$ cat config.mk
export PLATFORM = sky130hd
export DESIGN_NAME = ctl_star_link
export DESIGN_NICKNAME = d
export VERILOG_FILES = /design/src/rtl/csl_pkg.sv /design/src/rtl/csl_slave.sv /design/src/rtl/csl_master.sv /design/src/rtl/ctl_star_link.sv
export SDC_FILE = /design/constraint.sdc
export NUM_CORES = 2
export LEC_CHECK = 0
export CAP_MARGIN = 20
export CORE_UTILIZATION = 60
export CTS_BUF_LIST = sky130_fd_sc_hd__clkbuf_4
export DETAILED_ROUTE_END_ITERATION = 8
export GPL_TIMING_DRIVEN = 0
export PLACE_DENSITY_LB_ADDON = 0.08
export SLEW_MARGIN = 5
export SYNTH_ARGS = -nofsm -noshare
export SYNTH_HDL_FRONTEND = slang
export SYNTH_SLANG_ARGS = --single-unit
$ cat constraint.sdc
create_clock -name clk -period 4.1 [get_ports clk]
set_clock_uncertainty 0.05 [all_clocks]
set_input_delay 0.82 -clock clk [delete_from_list [all_inputs] [get_ports clk]]
set_output_delay 0.82 -clock clk [all_outputs]
set_load 0.03 [all_outputs]
$ cat src/rtl/csl_pkg.sv
package csl_pkg;
    localparam logic [1:0] OP_RD  = 2'b00;
    localparam logic [1:0] OP_WR  = 2'b01;
    localparam logic [1:0] OP_LW  = 2'b10;
    localparam logic [1:0] OP_RSV = 2'b11;

    localparam logic [7:0] ACK_OK  = 8'hA5;
    localparam logic [7:0] ACK_ERR = 8'h5A;

    localparam logic [1:0] ST_OK  = 2'b00;
    localparam logic [1:0] ST_ERR = 2'b01;
    localparam logic [1:0] ST_TO  = 2'b10;

    localparam int HDR_BITS = 26;
    localparam int LW_BITS  = 42;
endpackage

$ cat src/rtl/csl_slave.sv
module csl_slave
    import csl_pkg::*;
#(
    parameter int REGS = 16
) (
    input  logic clk,
    input  logic rst_n,
    input  logic sclk,
    input  logic frame,
    input  logic mosi,
    output logic miso
);
    localparam int AW = $clog2(REGS);

    typedef enum logic [1:0] {S_IDLE, S_RX, S_RESP} sst_e;

    typedef struct packed {
        sst_e          st;
        logic          sclk_p;
        logic [5:0]    n;
        logic          bad;
        logic [1:0]    op;
        logic [7:0]    addr;
        logic [15:0]   data;
        logic [15:0]   sh;
        logic [3:0]    bidx;
        logic [15:0]   left;
        logic [AW-1:0] wptr;
        logic [24:0]   rsh;
        logic [4:0]    rlen;
        logic          miso;
    } sst_t;

    sst_t q, d;
    logic [15:0] regs_q [REGS];
    logic          we;
    logic [AW-1:0] waddr;
    logic [15:0]   wdata;
    logic rise, fall, in_range, good, ok;
    logic [15:0] shn;

    always_comb begin
        d = q;
        we = 1'b0;
        waddr = '0;
        wdata = '0;
        d.sclk_p = sclk;
        rise = sclk && !q.sclk_p;
        fall = !sclk && q.sclk_p;
        in_range = (32'(q.addr) < REGS);
        shn = {q.sh[14:0], mosi};
        good = !q.bad && ((q.op != OP_LW && q.n == 6'(HDR_BITS)) ||
               (q.op == OP_LW && q.n == 6'(LW_BITS) && q.bidx == 4'd0 && q.left == 16'd0));
        ok = in_range && (q.op != OP_RSV);
        if (rise) begin
            case (q.st)
                S_IDLE: if (frame) begin
                    d.st = S_RX;
                    d.sh = shn;
                    d.n = 6'd1;
                    d.bad = 1'b0;
                    d.bidx = 4'd0;
                    d.left = 16'd0;
                end
                S_RX: if (frame) begin
                    d.sh = shn;
                    if (q.n != 6'(LW_BITS)) d.n = q.n + 6'd1;
                    if (q.n == 6'd1) d.op = shn[1:0];
                    if (q.n == 6'd9) d.addr = shn[7:0];
                    if (q.n == 6'd25) begin
                        d.data = shn;
                        if (q.op == OP_LW && in_range) begin
                            we = 1'b1;
                            waddr = q.addr[AW-1:0];
                            wdata = shn;
                        end
                    end
                    if (q.n == 6'(HDR_BITS) && q.op != OP_LW) d.bad = 1'b1;
                    if (q.n == 6'd41) begin
                        d.left = shn;
                        d.wptr = q.addr[AW-1:0] + AW'(1);
                    end
                    if (q.n == 6'(LW_BITS)) begin
                        d.bidx = q.bidx + 4'd1;
                        if (q.bidx == 4'd15) begin
                            if (q.left == 16'd0) d.bad = 1'b1;
                            else begin
                                d.left = q.left - 16'd1;
                                d.wptr = q.wptr + AW'(1);
                                if (in_range) begin
                                    we = 1'b1;
                                    waddr = q.wptr;
                                    wdata = shn;
                                end
                            end
                        end
                    end
                end else if (!good) begin
                    d.st = S_IDLE;
                end else begin
                    if (q.op == OP_WR && ok) begin
                        we = 1'b1;
                        waddr = q.addr[AW-1:0];
                        wdata = q.data;
                    end
                    d.rsh = {1'b1, ok ? ACK_OK : ACK_ERR,
                             (q.op == OP_RD && ok) ? regs_q[q.addr[AW-1:0]] : 16'h0};
                    d.rlen = (q.op == OP_RD) ? 5'd25 : 5'd9;
                    d.st = S_RESP;
                end
                default: ;
            endcase
        end
        if (fall && q.st == S_RESP) begin
            if (q.rlen != 5'd0) begin
                d.miso = q.rsh[24];
                d.rsh = {q.rsh[23:0], 1'b0};
                d.rlen = q.rlen - 5'd1;
            end else begin
                d.miso = 1'b0;
                d.st = S_IDLE;
            end
        end
    end

    always_ff @(posedge clk or negedge rst_n) begin
        if (!rst_n) q <= '0;
        else        q <= d;
    end

    always_ff @(posedge clk or negedge rst_n) begin
        if (!rst_n) begin
            for (int i = 0; i < REGS; i++) regs_q[i] <= 16'h0;
        end else if (we) begin
            regs_q[waddr] <= wdata;
        end
    end

    assign miso = q.miso;


    resp_quiet_chk: assert property (@(posedge clk) disable iff (!rst_n)
        (frame && $past(frame)) |-> !miso);
endmodule

$ cat src/rtl/csl_master.sv
module csl_master
    import csl_pkg::*;
#(
    parameter int NUM_PORTS = 3,
    parameter int CLK_DIV   = 4,
    parameter int TIMEOUT   = 256,
    parameter int RESET_LEN = 32
) (
    input  logic                         clk,
    input  logic                         rst_n,
    input  logic                         req_valid,
    output logic                         req_ready,
    input  logic [1:0]                   req_op,
    input  logic [$clog2(NUM_PORTS)-1:0] req_port,
    input  logic [7:0]                   req_addr,
    input  logic [15:0]                  req_wdata,
    input  logic [15:0]                  req_count,
    input  logic [15:0]                  burst_data,
    output logic                         burst_take,
    output logic                         done,
    output logic [1:0]                   done_status,
    output logic [15:0]                  done_rdata,
    output logic                         link_sclk,
    output logic [NUM_PORTS-1:0]         link_frame,
    output logic [NUM_PORTS-1:0]         link_mosi,
    input  logic [NUM_PORTS-1:0]         link_miso
);
    localparam int PW   = $clog2(NUM_PORTS);
    localparam int DW   = $clog2(CLK_DIV);
    localparam int HALF = CLK_DIV / 2;
    localparam int TMAX = (TIMEOUT > RESET_LEN) ? TIMEOUT : RESET_LEN;
    localparam int TW   = $clog2(TMAX + 1);

    typedef enum logic [2:0] {M_IDLE, M_SEND, M_WAIT, M_RECV, M_LRST} mst_e;

    typedef struct packed {
        mst_e        st;
        logic [DW-1:0] div;
        logic [PW-1:0] port;
        logic        is_rd;
        logic [41:0] shreg;
        logic [5:0]  bits;
        logic [15:0] words;
        logic        frame;
        logic        mosi;
        logic [TW-1:0] tcnt;
        logic [4:0]  rxbits;
        logic [23:0] rxsh;
        logic        done;
        logic [1:0]  status;
        logic [15:0] rdata;
        logic        take;
    } mst_t;

    mst_t q, d;
    logic rise, fall, miso_sel;
    logic [7:0] ack;

    always_comb begin
        miso_sel = 1'b0;
        for (int p = 0; p < NUM_PORTS; p++)
            if (q.port == PW'(p)) miso_sel = link_miso[p];
    end

    always_comb begin
        d = q;
        d.done = 1'b0;
        d.take = 1'b0;
        ack = 8'h0;
        rise = (q.div == DW'(HALF - 1));
        fall = (q.div == DW'(CLK_DIV - 1));
        d.div = fall ? '0 : q.div + DW'(1);
        case (q.st)
            M_IDLE: if (req_valid) begin
                d.port = req_port;
                d.is_rd = (req_op == OP_RD);
                if (req_op == OP_LW) begin
                    d.shreg = {req_op, req_addr, req_wdata, req_count};
                    d.bits = 6'(LW_BITS);
                    d.words = req_count;
                end else begin
                    d.shreg = {req_op, req_addr, req_wdata, 16'h0};
                    d.bits = 6'(HDR_BITS);
                    d.words = 16'd0;
                end
                d.st = M_SEND;
            end
            M_SEND: if (fall) begin
                if (q.bits != 6'd0) begin
                    d.frame = 1'b1;
                    d.mosi = q.shreg[41];
                    d.shreg = {q.shreg[40:0], 1'b0};
                    d.bits = q.bits - 6'd1;
                end else if (q.words != 16'd0) begin
                    d.frame = 1'b1;
                    d.mosi = burst_data[15];
                    d.shreg = {burst_data[14:0], 27'h0};
                    d.bits = 6'd15;
                    d.words = q.words - 16'd1;
                    d.take = 1'b1;
                end else begin
                    d.frame = 1'b0;
                    d.mosi = 1'b0;
                    d.tcnt = '0;
                    d.st = M_WAIT;
                end
            end
            M_WAIT: if (rise) begin
                if (miso_sel) begin
                    d.rxbits = q.is_rd ? 5'd24 : 5'd8;
                    d.st = M_RECV;
                end else if (q.tcnt == TW'(TIMEOUT - 1)) begin
                    d.tcnt = '0;
                    d.st = M_LRST;
                end else begin
                    d.tcnt = q.tcnt + TW'(1);
                end
            end
            M_RECV: if (rise) begin
                d.rxsh = {q.rxsh[22:0], miso_sel};
                d.rxbits = q.rxbits - 5'd1;
                if (q.rxbits == 5'd1) begin
                    ack = q.is_rd ? d.rxsh[23:16] : d.rxsh[7:0];
                    d.status = (ack == ACK_OK) ? ST_OK : ST_ERR;
                    d.rdata = q.is_rd ? d.rxsh[15:0] : 16'h0;
                    d.done = 1'b1;
                    d.st = M_IDLE;
                end
            end
            M_LRST: if (rise) begin
                if (q.tcnt == TW'(RESET_LEN - 1)) begin
                    d.status = ST_TO;
                    d.rdata = 16'h0;
                    d.done = 1'b1;
                    d.st = M_IDLE;
                end else begin
                    d.tcnt = q.tcnt + TW'(1);
                end
            end
            default: d.st = M_IDLE;
        endcase
    end

    always_ff @(posedge clk or negedge rst_n) begin
        if (!rst_n) q <= '0;
        else        q <= d;
    end

    always_comb begin
        for (int p = 0; p < NUM_PORTS; p++) begin
            link_frame[p] = q.frame && (q.port == PW'(p));
            link_mosi[p]  = q.mosi && (q.port == PW'(p));
        end
    end

    assign req_ready   = (q.st == M_IDLE);
    assign link_sclk   = (q.div >= DW'(HALF));
    assign done        = q.done;
    assign done_status = q.status;
    assign done_rdata  = q.rdata;
    assign burst_take  = q.take;


    done_pulse_chk: assert property (@(posedge clk) disable iff (!rst_n)
        done |=> !done);

    port_iso_chk: assert property (@(posedge clk) disable iff (!rst_n)
        $onehot0(link_frame));

    idle_ready_chk: assert property (@(posedge clk) disable iff (!rst_n)
        req_ready |-> (link_frame == '0));

    quiet_reset_chk: assert property (@(posedge clk) disable iff (!rst_n)
        (done && done_status == ST_TO) |-> ($past(link_frame) == '0 && $past(link_mosi) == '0));

    take_in_frame_chk: assert property (@(posedge clk) disable iff (!rst_n)
        burst_take |-> (link_frame != '0));
endmodule

$ cat src/rtl/ctl_star_link.sv
module ctl_star_link
    import csl_pkg::*;
#(
    parameter int NUM_PORTS  = 3,
    parameter int NUM_SLAVES = 2,
    parameter int CLK_DIV    = 4,
    parameter int TIMEOUT    = 256,
    parameter int RESET_LEN  = 32,
    parameter int SLV_REGS   = 16
) (
    input  logic                         clk,
    input  logic                         rst_n,
    input  logic                         req_valid,
    output logic                         req_ready,
    input  logic [1:0]                   req_op,
    input  logic [$clog2(NUM_PORTS)-1:0] req_port,
    input  logic [7:0]                   req_addr,
    input  logic [15:0]                  req_wdata,
    input  logic [15:0]                  req_count,
    input  logic [15:0]                  burst_data,
    output logic                         burst_take,
    output logic                         done,
    output logic [1:0]                   done_status,
    output logic [15:0]                  done_rdata,
    output logic                         link_sclk,
    output logic [NUM_PORTS-1:0]         link_frame,
    output logic [NUM_PORTS-1:0]         link_mosi
);
    logic [NUM_PORTS-1:0] miso_w;

    csl_master #(
        .NUM_PORTS(NUM_PORTS), .CLK_DIV(CLK_DIV),
        .TIMEOUT(TIMEOUT), .RESET_LEN(RESET_LEN)
    ) u_master (
        .clk(clk), .rst_n(rst_n),
        .req_valid(req_valid), .req_ready(req_ready), .req_op(req_op),
        .req_port(req_port), .req_addr(req_addr), .req_wdata(req_wdata),
        .req_count(req_count), .burst_data(burst_data), .burst_take(burst_take),
        .done(done), .done_status(done_status), .done_rdata(done_rdata),
        .link_sclk(link_sclk), .link_frame(link_frame), .link_mosi(link_mosi),
        .link_miso(miso_w)
    );

    for (genvar p = 0; p < NUM_PORTS; p++) begin : g_port
        if (p < NUM_SLAVES) begin : g_slave
            csl_slave #(.REGS(SLV_REGS)) u_slave (
                .clk(clk), .rst_n(rst_n), .sclk(link_sclk),
                .frame(link_frame[p]), .mosi(link_mosi[p]), .miso(miso_w[p])
            );
        end else begin : g_open
            assign miso_w[p] = 1'b0;
        end
    end
endmodule

Word-level counts from Yosys, hierarchy flattened --
Index checks and enable logic that the tools add are counted.
Operators by class: reduce and logical (&&, ||, !) cells 80, eq/ne operators 64, $lt $le $gt $ge 9, bitwise logic cells 4, mux-type cells 194, $add $sub $neg 17
Operators with widths (count):
- $mux 16 | 34
- $bwmux 256 | 2
- $mux 30 | 10
- $mux 73 | 2
- $pmux 35 s2 | 2
- $bmux 16 s4 | 2
- $demux 16 s4 | 2
- $mux 64 | 2
- $pmux 64 s2 | 1
- $mux 20 | 6
- $mux 48 | 2
- $mux 4 | 22
- $mux 75 | 1
- $mux 35 | 2
- $mux 31 | 2
- $mux 19 | 3
- $mux 9 | 6
- $mux 24 | 2
- $sub 16x1->16 const B | 3
- $mux 1 | 40
- $mux 8 | 5
- $reduce_and 4->1 | 10
- $mux 38 | 1
- $pmux 19 s2 | 1
- other kinds (57) | 205
Word-level totals: word-level logic and storage cells 443, bits of input ports 63, register bits 855, output and inout bits 28

Logic depth before layout (Yosys ltp) --
depth in word-level cells 17, gate-level depth with buffers 13, depth with buffers taken out 10

Hierarchy --
From an unflattened synthesis, not the netlist that was laid out.
Unflattened totals: cell total of the unflattened synthesis 3465, area, all modules 41752.5 um^2
Modules (own cells, without submodules):
- csl_slave (g_port[1].g_slave.u_slave) | instances 1, seq. area each 9058.7 um^2, cells an instance 1453, area an instance 17603.1 um^2
- csl_slave (g_port[0].g_slave.u_slave) | instances 1, seq. area each 9058.7 um^2, cells an instance 1290, area an instance 17246.5 um^2
- csl_master | instances 1, seq. area each 3278.1 um^2, cells an instance 721, area an instance 6899.1 um^2
- ctl_star_link | instances 1, seq. area each 0.0 um^2, cells an instance 1, area an instance 3.8 um^2

Worst setup path before layout --
Ideal clock, no wire load.
path type reg-to-reg, start register g_port[1].g_slave.u_slave.q[35] in the netlist's numbering, end register g_port[1].g_slave.u_slave.regs_q[69] in the netlist's numbering, cell stages (with the launch flop) 13, data required time 3.925 ns, arrival 3.084 ns, setup slack 0.841 ns, buffers on the path 3, period minus slack after synthesis 3.259 ns, setup time 0.125 ns, cell sequence dfrtp_1 -> inv_1 -> ha_1 -> nor3b_1 -> and3_1 -> clkbuf_1 -> a21oi_1 -> a221o_1 -> a211oi_2 -> and3_1 -> buf_2 -> buf_6 -> mux2_2
On the way: word-level cells in the longest chain between the ends 14, elaborated cells on any way between the ends 32, those cells by class 2 x order compare; 24 x mux; 1 x bitwise; 5 x reduce/logical
RTL lines:
- start: declaration | line csl_slave.sv:34 | sst_t q, d;
- start signal: assignment | line csl_slave.sv:127 | if (!rst_n) q <= '0;
- start signal: assignment | line csl_slave.sv:128 | else q <= d;
- $logic_not 16->1 (*) | line csl_slave.sv:53, csl_slave.sv:86
- $logic_and 1x1->1 | line csl_slave.sv:53 | (q.op == OP_LW && q.n == 6'(LW_BITS) && q.bidx == 4'd0 && q.left == 16'd0));
- $logic_or 1x1->1 | line csl_slave.sv:52 | good = !q.bad && ((q.op != OP_LW && q.n == 6'(HDR_BITS)) ||
- $logic_and 1x1->1 | line csl_slave.sv:52
- $mux 4 | line csl_slave.sv:98 | end else if (!good) begin
- $mux 4 | line csl_slave.sv:65 | S_RX: if (frame) begin
- $mux 4 | line csl_slave.sv:56 | case (q.st)
- $mux 4 | line csl_slave.sv:55 | if (rise) begin
- $not 4->5 (implied by the code) | line csl_slave.sv:135 | regs_q[waddr] <= wdata;
- $ge 5x5->1 (implied by the code) or $lt 5x1->1 (tied branches) | line csl_slave.sv:135
- $logic_and 1x1->1 (implied by the code) | line csl_slave.sv:135
- $mux 16 (implied by the code) | line csl_slave.sv:135
- $demux 16 s4 | line csl_slave.sv:135
- $bwmux 256 | line csl_slave.sv:135
- end signal: indexed assignment | line csl_slave.sv:135
- end: declaration | line csl_slave.sv:35 | logic [15:0] regs_q [REGS];
Every way passes the cells marked *; elsewhere a longest branch is shown, timed or not. A chain may end at the register's enable or synchronous reset.

Worst setup path after layout --
start register u_master.q[127] in the netlist's numbering, end register g_port[0].g_slave.u_slave.regs_q[230] in the netlist's numbering
On the way: word-level cells in the longest chain between the ends 9, elaborated cells on any way between the ends 12, those cells by class 3 x order compare; 6 x mux; 1 x bitwise; 2 x reduce/logical
RTL lines:
- start: declaration | line csl_master.sv:55 | mst_t q, d;
- start signal: assignment | line csl_master.sv:145 | if (!rst_n) q <= '0;
- start signal: assignment | line csl_master.sv:146 | else q <= d;
- $ge 2x2->1 (*) | line csl_master.sv:157 | assign link_sclk = (q.div >= DW'(HALF));
- $logic_and 1x1->1 (*)
- $mux 4 | line csl_slave.sv:55
- $not 4->5 (implied by the code) | line csl_slave.sv:135
- $ge 5x5->1 (implied by the code) or $lt 5x1->1 (tied branches) | line csl_slave.sv:135
- $logic_and 1x1->1 (implied by the code) | line csl_slave.sv:135
- $mux 16 (implied by the code) | line csl_slave.sv:135
- $demux 16 s4 | line csl_slave.sv:135
- $bwmux 256 | line csl_slave.sv:135
- end signal: indexed assignment | line csl_slave.sv:135
- end: declaration | line csl_slave.sv:35
Marked as above.

==> flow_summary.yaml <==
outcome:
  status: "complete, no violations"
floorplanning:
  rows: 94
  die_area_mm2: 0.0685
  initial_core_util: 0.611
  num_io_pins: 91
  fp.dieH_um: 262
  chipWidth_um: 262
  coreArea_mm2: 0.0662
finish:
  area_delta_synth_final_pct: 12.7
  finalNetCount: 3671
  layout-drive-gt1-share: 0.329
  fillerInstances: 4860
  multi_input_area_mm2: 0.0178
  seqCellArea_mm2: 0.0214
job:
  drv_cap: 0
placement:
  pre_cts_slack_ns: -0.0630
  place.gp.congestion: 0.908
  io_buffers: 90
  hpwl_um: 71200
sta:
  max-slew-margin-rel: 0.225
  slew_violations: 0
  max_freq_mhz: 245
  fin_ws_ns: 0.0229
  max_slew.worst_pin.slew_ns: 1.16
  rsz0062_at_grt: "true"
  finalSetupViolCount: 0
  period_share: 0.994
  fin_crit_ns: 4.08
  hold_viol_final: 0
setup_path:
  required_ns: 4.99
  rr_startpoint: "u_master.q[127]$_DFF_PN0_"
  r2r_end: "g_port[0].g_slave.u_slave.regs_q[230]$_DFFE_PN0P_"
  crit_path_end_kind: "flop"
  critical_path_class: "flop to flop"
  crit_arrival_ns: 4.96
  crit_fanout: 10
  startpoint_type: "flop"
  reg2reg_depth: 11
  rrSetupSlack_ns: 0.02
yosys:
  synth_edf_count: 0
  synthArstFlopShare: 1.00
  syn_avg_cell_area_um2: 12.4
  yosysWarningCount: 0
  synth-main-ff-cell: "dfrtp_1"
  synth.distinct_cells: 89
  ys_seq_area_frac: 0.528
  syn_area_mm2: 0.0405
  synth.ff_latch_count: 854
  syn_inst: 3251
  synthesis.nets: 3342
global_routing:
  grt.overflow.total: 0
  use_met1: 0.436
  busiest_layer: "met2"
  grt_max_degree: 124
  track_usage: 0.305
  antenna_found_initial: 2
  grt_pass1_wl_um: 161000
  use_met2: 0.462
  met3_usage: 0.0623
  grt_pass1_vias: 29100
clock_network:
  htreeDepth: 4
  clockRootBuffer: "clkbuf_4"
  cts_buffers: 216
  clk_transition_reported_paths_ns: 0.07
  clockBufferDepth: 3
  cts_tree: "built"
  cts_num_sinks: 854
  clk_latency_ns: 1.08
route:
  drt-pass1-iter-count: 6
  wl_per_cell_um: 22.1
  routed_via_density: 6.19
  drt-total-wl_um: 102000
  drt_first_iter_violations: 2337
  drc: 0
  postRouteAntennaNets: 0
  num_vias: 28500
power:
  ir_drop_uv: 220
  finalPower_mw: 16.0
  powerDensity_mw_per_mm2: 350
  leakage_nw: 21.4
min_path:
  hold_path.class: "input pin to asynchronous set/reset pin"
[worst max-delay path: stages (launching register included)]
cell	delay [ns]
dfrtp_1	0.42
inv_1	0.07
ha_1	0.16
o21bai_1	0.19
clkbuf_2	0.28
nor2_1	0.43
nand2_1	0.30
a211oi_1	0.46
o21ai_1	0.35
nor2_2	0.45
buf_2	0.42
mux2_2	0.39
[cell usage after synthesis, types with 6 or more instances]
master / instances / area share
a21oi_1: 173 / 0.021
mux2_4: 10 / 0.0037
nor2_1: 210 / 0.019
or4_1: 6 / 0.0011
xor2_1: 8 / 0.0017
a22o_1: 34 / 0.0074
buf_4: 24 / 0.0045
a221oi_1: 11 / 0.0024
nor3b_1: 6 / 0.0011
a221o_1: 8 / 0.0020
nor2b_1: 10 / 0.0015
nor4_1: 21 / 0.0032
a31oi_1: 17 / 0.0026
buf_2: 46 / 0.0057
o211ai_1: 9 / 0.0017
xnor2_1: 6 / 0.0013
nand4_1: 14 / 0.0022
or3_1: 23 / 0.0036
a22oi_1: 58 / 0.011
and2_1: 7 / 0.0011
o22ai_1: 23 / 0.0036
mux4_2: 160 / 0.089
nor3_1: 39 / 0.0048
and3_1: 16 / 0.0025
ha_1: 28 / 0.0087
nor2_2: 8 / 0.0012
buf_1: 16 / 0.0015
o21ai_0: 142 / 0.018
mux2_2: 577 / 0.16
nand2_1: 280 / 0.026
inv_1: 66 / 0.0061
clkbuf_1: 151 / 0.014
o2bb2ai_1: 9 / 0.0019
nand2b_1: 21 / 0.0032
nand3b_1: 7 / 0.0013
dfrtp_1: 854 / 0.53
nand3_1: 34 / 0.0042
[stage by stage]
stage | setup TNS [ns] | cell area [um2] | util | hold WS [ns] | cells
2_1_floorplan | 0 | 40500 | - | 0.383 | 3251
3_3_place_gp | - | 42400 | 0.641 | 0.403 | 4205
3_5_place_dp | -0.621 | 42800 | 0.646 | 0.403 | 4220
4_1_cts | 0 | 45500 | 0.687 | 0.227 | 4586
5_1_grt | -0.436 | 45600 | 0.689 | 0.301 | 4597
6_report | 0 | 45600 | 0.689 | 0.288 | 4598
[flip-flops by register name (all words and copies together), names as in the netlist]
| register | count |
|---|---|
| u_master.done_rdata | 16 |
| g_port.g_slave.u_slave.miso | 2 |
| g_port.g_slave.u_slave.q | 209 |
| u_master.done_status | 2 |
| u_master.burst_take | 1 |
| g_port.g_slave.u_slave.regs_q | 512 |
| u_master.q | 111 |
| u_master.done | 1 |
[layout by cell type, fill, tap and decap left out, types with 39 or more instances in the layout]
cell / n
nand2_1: 279
nor2_1: 206
mux4_2: 160
a21oi_1: 172
clkbuf_1: 148
mux2_2: 577
dfrtp_1: 853
clkbuf_4: 321
clkdlybuf4s50_1: 89
o21ai_0: 142
nor3_1: 39
buf_2: 44
inv_1: 66
a22oi_1: 58
[timing repair]
action	CTS	global route
gates resized for setup	4	16
hold buffers	1	0
endpoints found under the hold margin	63	0
buffers inserted	0	1
setup endpoints to repair	14	166
[worst max path at each step]
stage | from | to | slack, ns
final | u_master.q[127]$_DFF_PN0_ | g_port[0].g_slave.u_slave.regs_q[230]$_DFFE_PN0P_ | 0.02
after global routing | u_master.q[127]$_DFF_PN0_ | g_port[0].g_slave.u_slave.regs_q[230]$_DFFE_PN0P_ | -0.04
after CTS | g_port[1].g_slave.u_slave.q[35]$_DFFE_PN0P_ | g_port[1].g_slave.u_slave.regs_q[245]$_DFFE_PN0P_ | 0.0002
after detailed placement | u_master.q[127]$_DFF_PN0_ | g_port[1].g_slave.u_slave.regs_q[187]$_DFFE_PN0P_ | -0.06
after global placement | rst_n | g_port[1].g_slave.u_slave.regs_q[11]$_DFFE_PN0P_ | -34.22
after floorplan | g_port[1].g_slave.u_slave.q[35]$_DFFE_PN0P_ | g_port[1].g_slave.u_slave.regs_q[69]$_DFFE_PN0P_ | 0.84
[cells by family (layout without fill, tap and decap cells)]
family	count (synthesis)	in the layout	share of synthesized area
buffers and inverters	308	784	0.0328
AOI/OAI and AO/OA	551	551	0.0861
muxes	755	755	0.255
xor gates and xnor gates	14	14	0.00303
DFF	854	854	0.528
and+or+nand+nor	741	741	0.0859
other	0	7	0
adders and majority gates	28	28	0.00866
[per-layer routing]
metal | up-vias | wire length [um]
met5 | - | 0
met4 | 0 | 2830
met3 | 198 | 6610
met2 | 1016 | 47000
met1 | 14600 | 45200
li1 | 12700 | -
[report_power, final]
group,internal [mW],switching (mW)
Combinational,0.160,0.298
Sequential,8.45,0.0403
Clock,3.59,3.43
[layout make-up]
type                       count  share of cell area
tap                          864              0.0237
timing repair buffer         112              0.0290
inverter                      68             0.00560
clock inverter                46             0.00546
multi-input combinational   2089               0.391
sequential                   854               0.469
antenna                        7            0.000384
clock buffer                 319              0.0525
buffer                       239              0.0236
No activity file was read; power rests on OpenSTA's default activity.
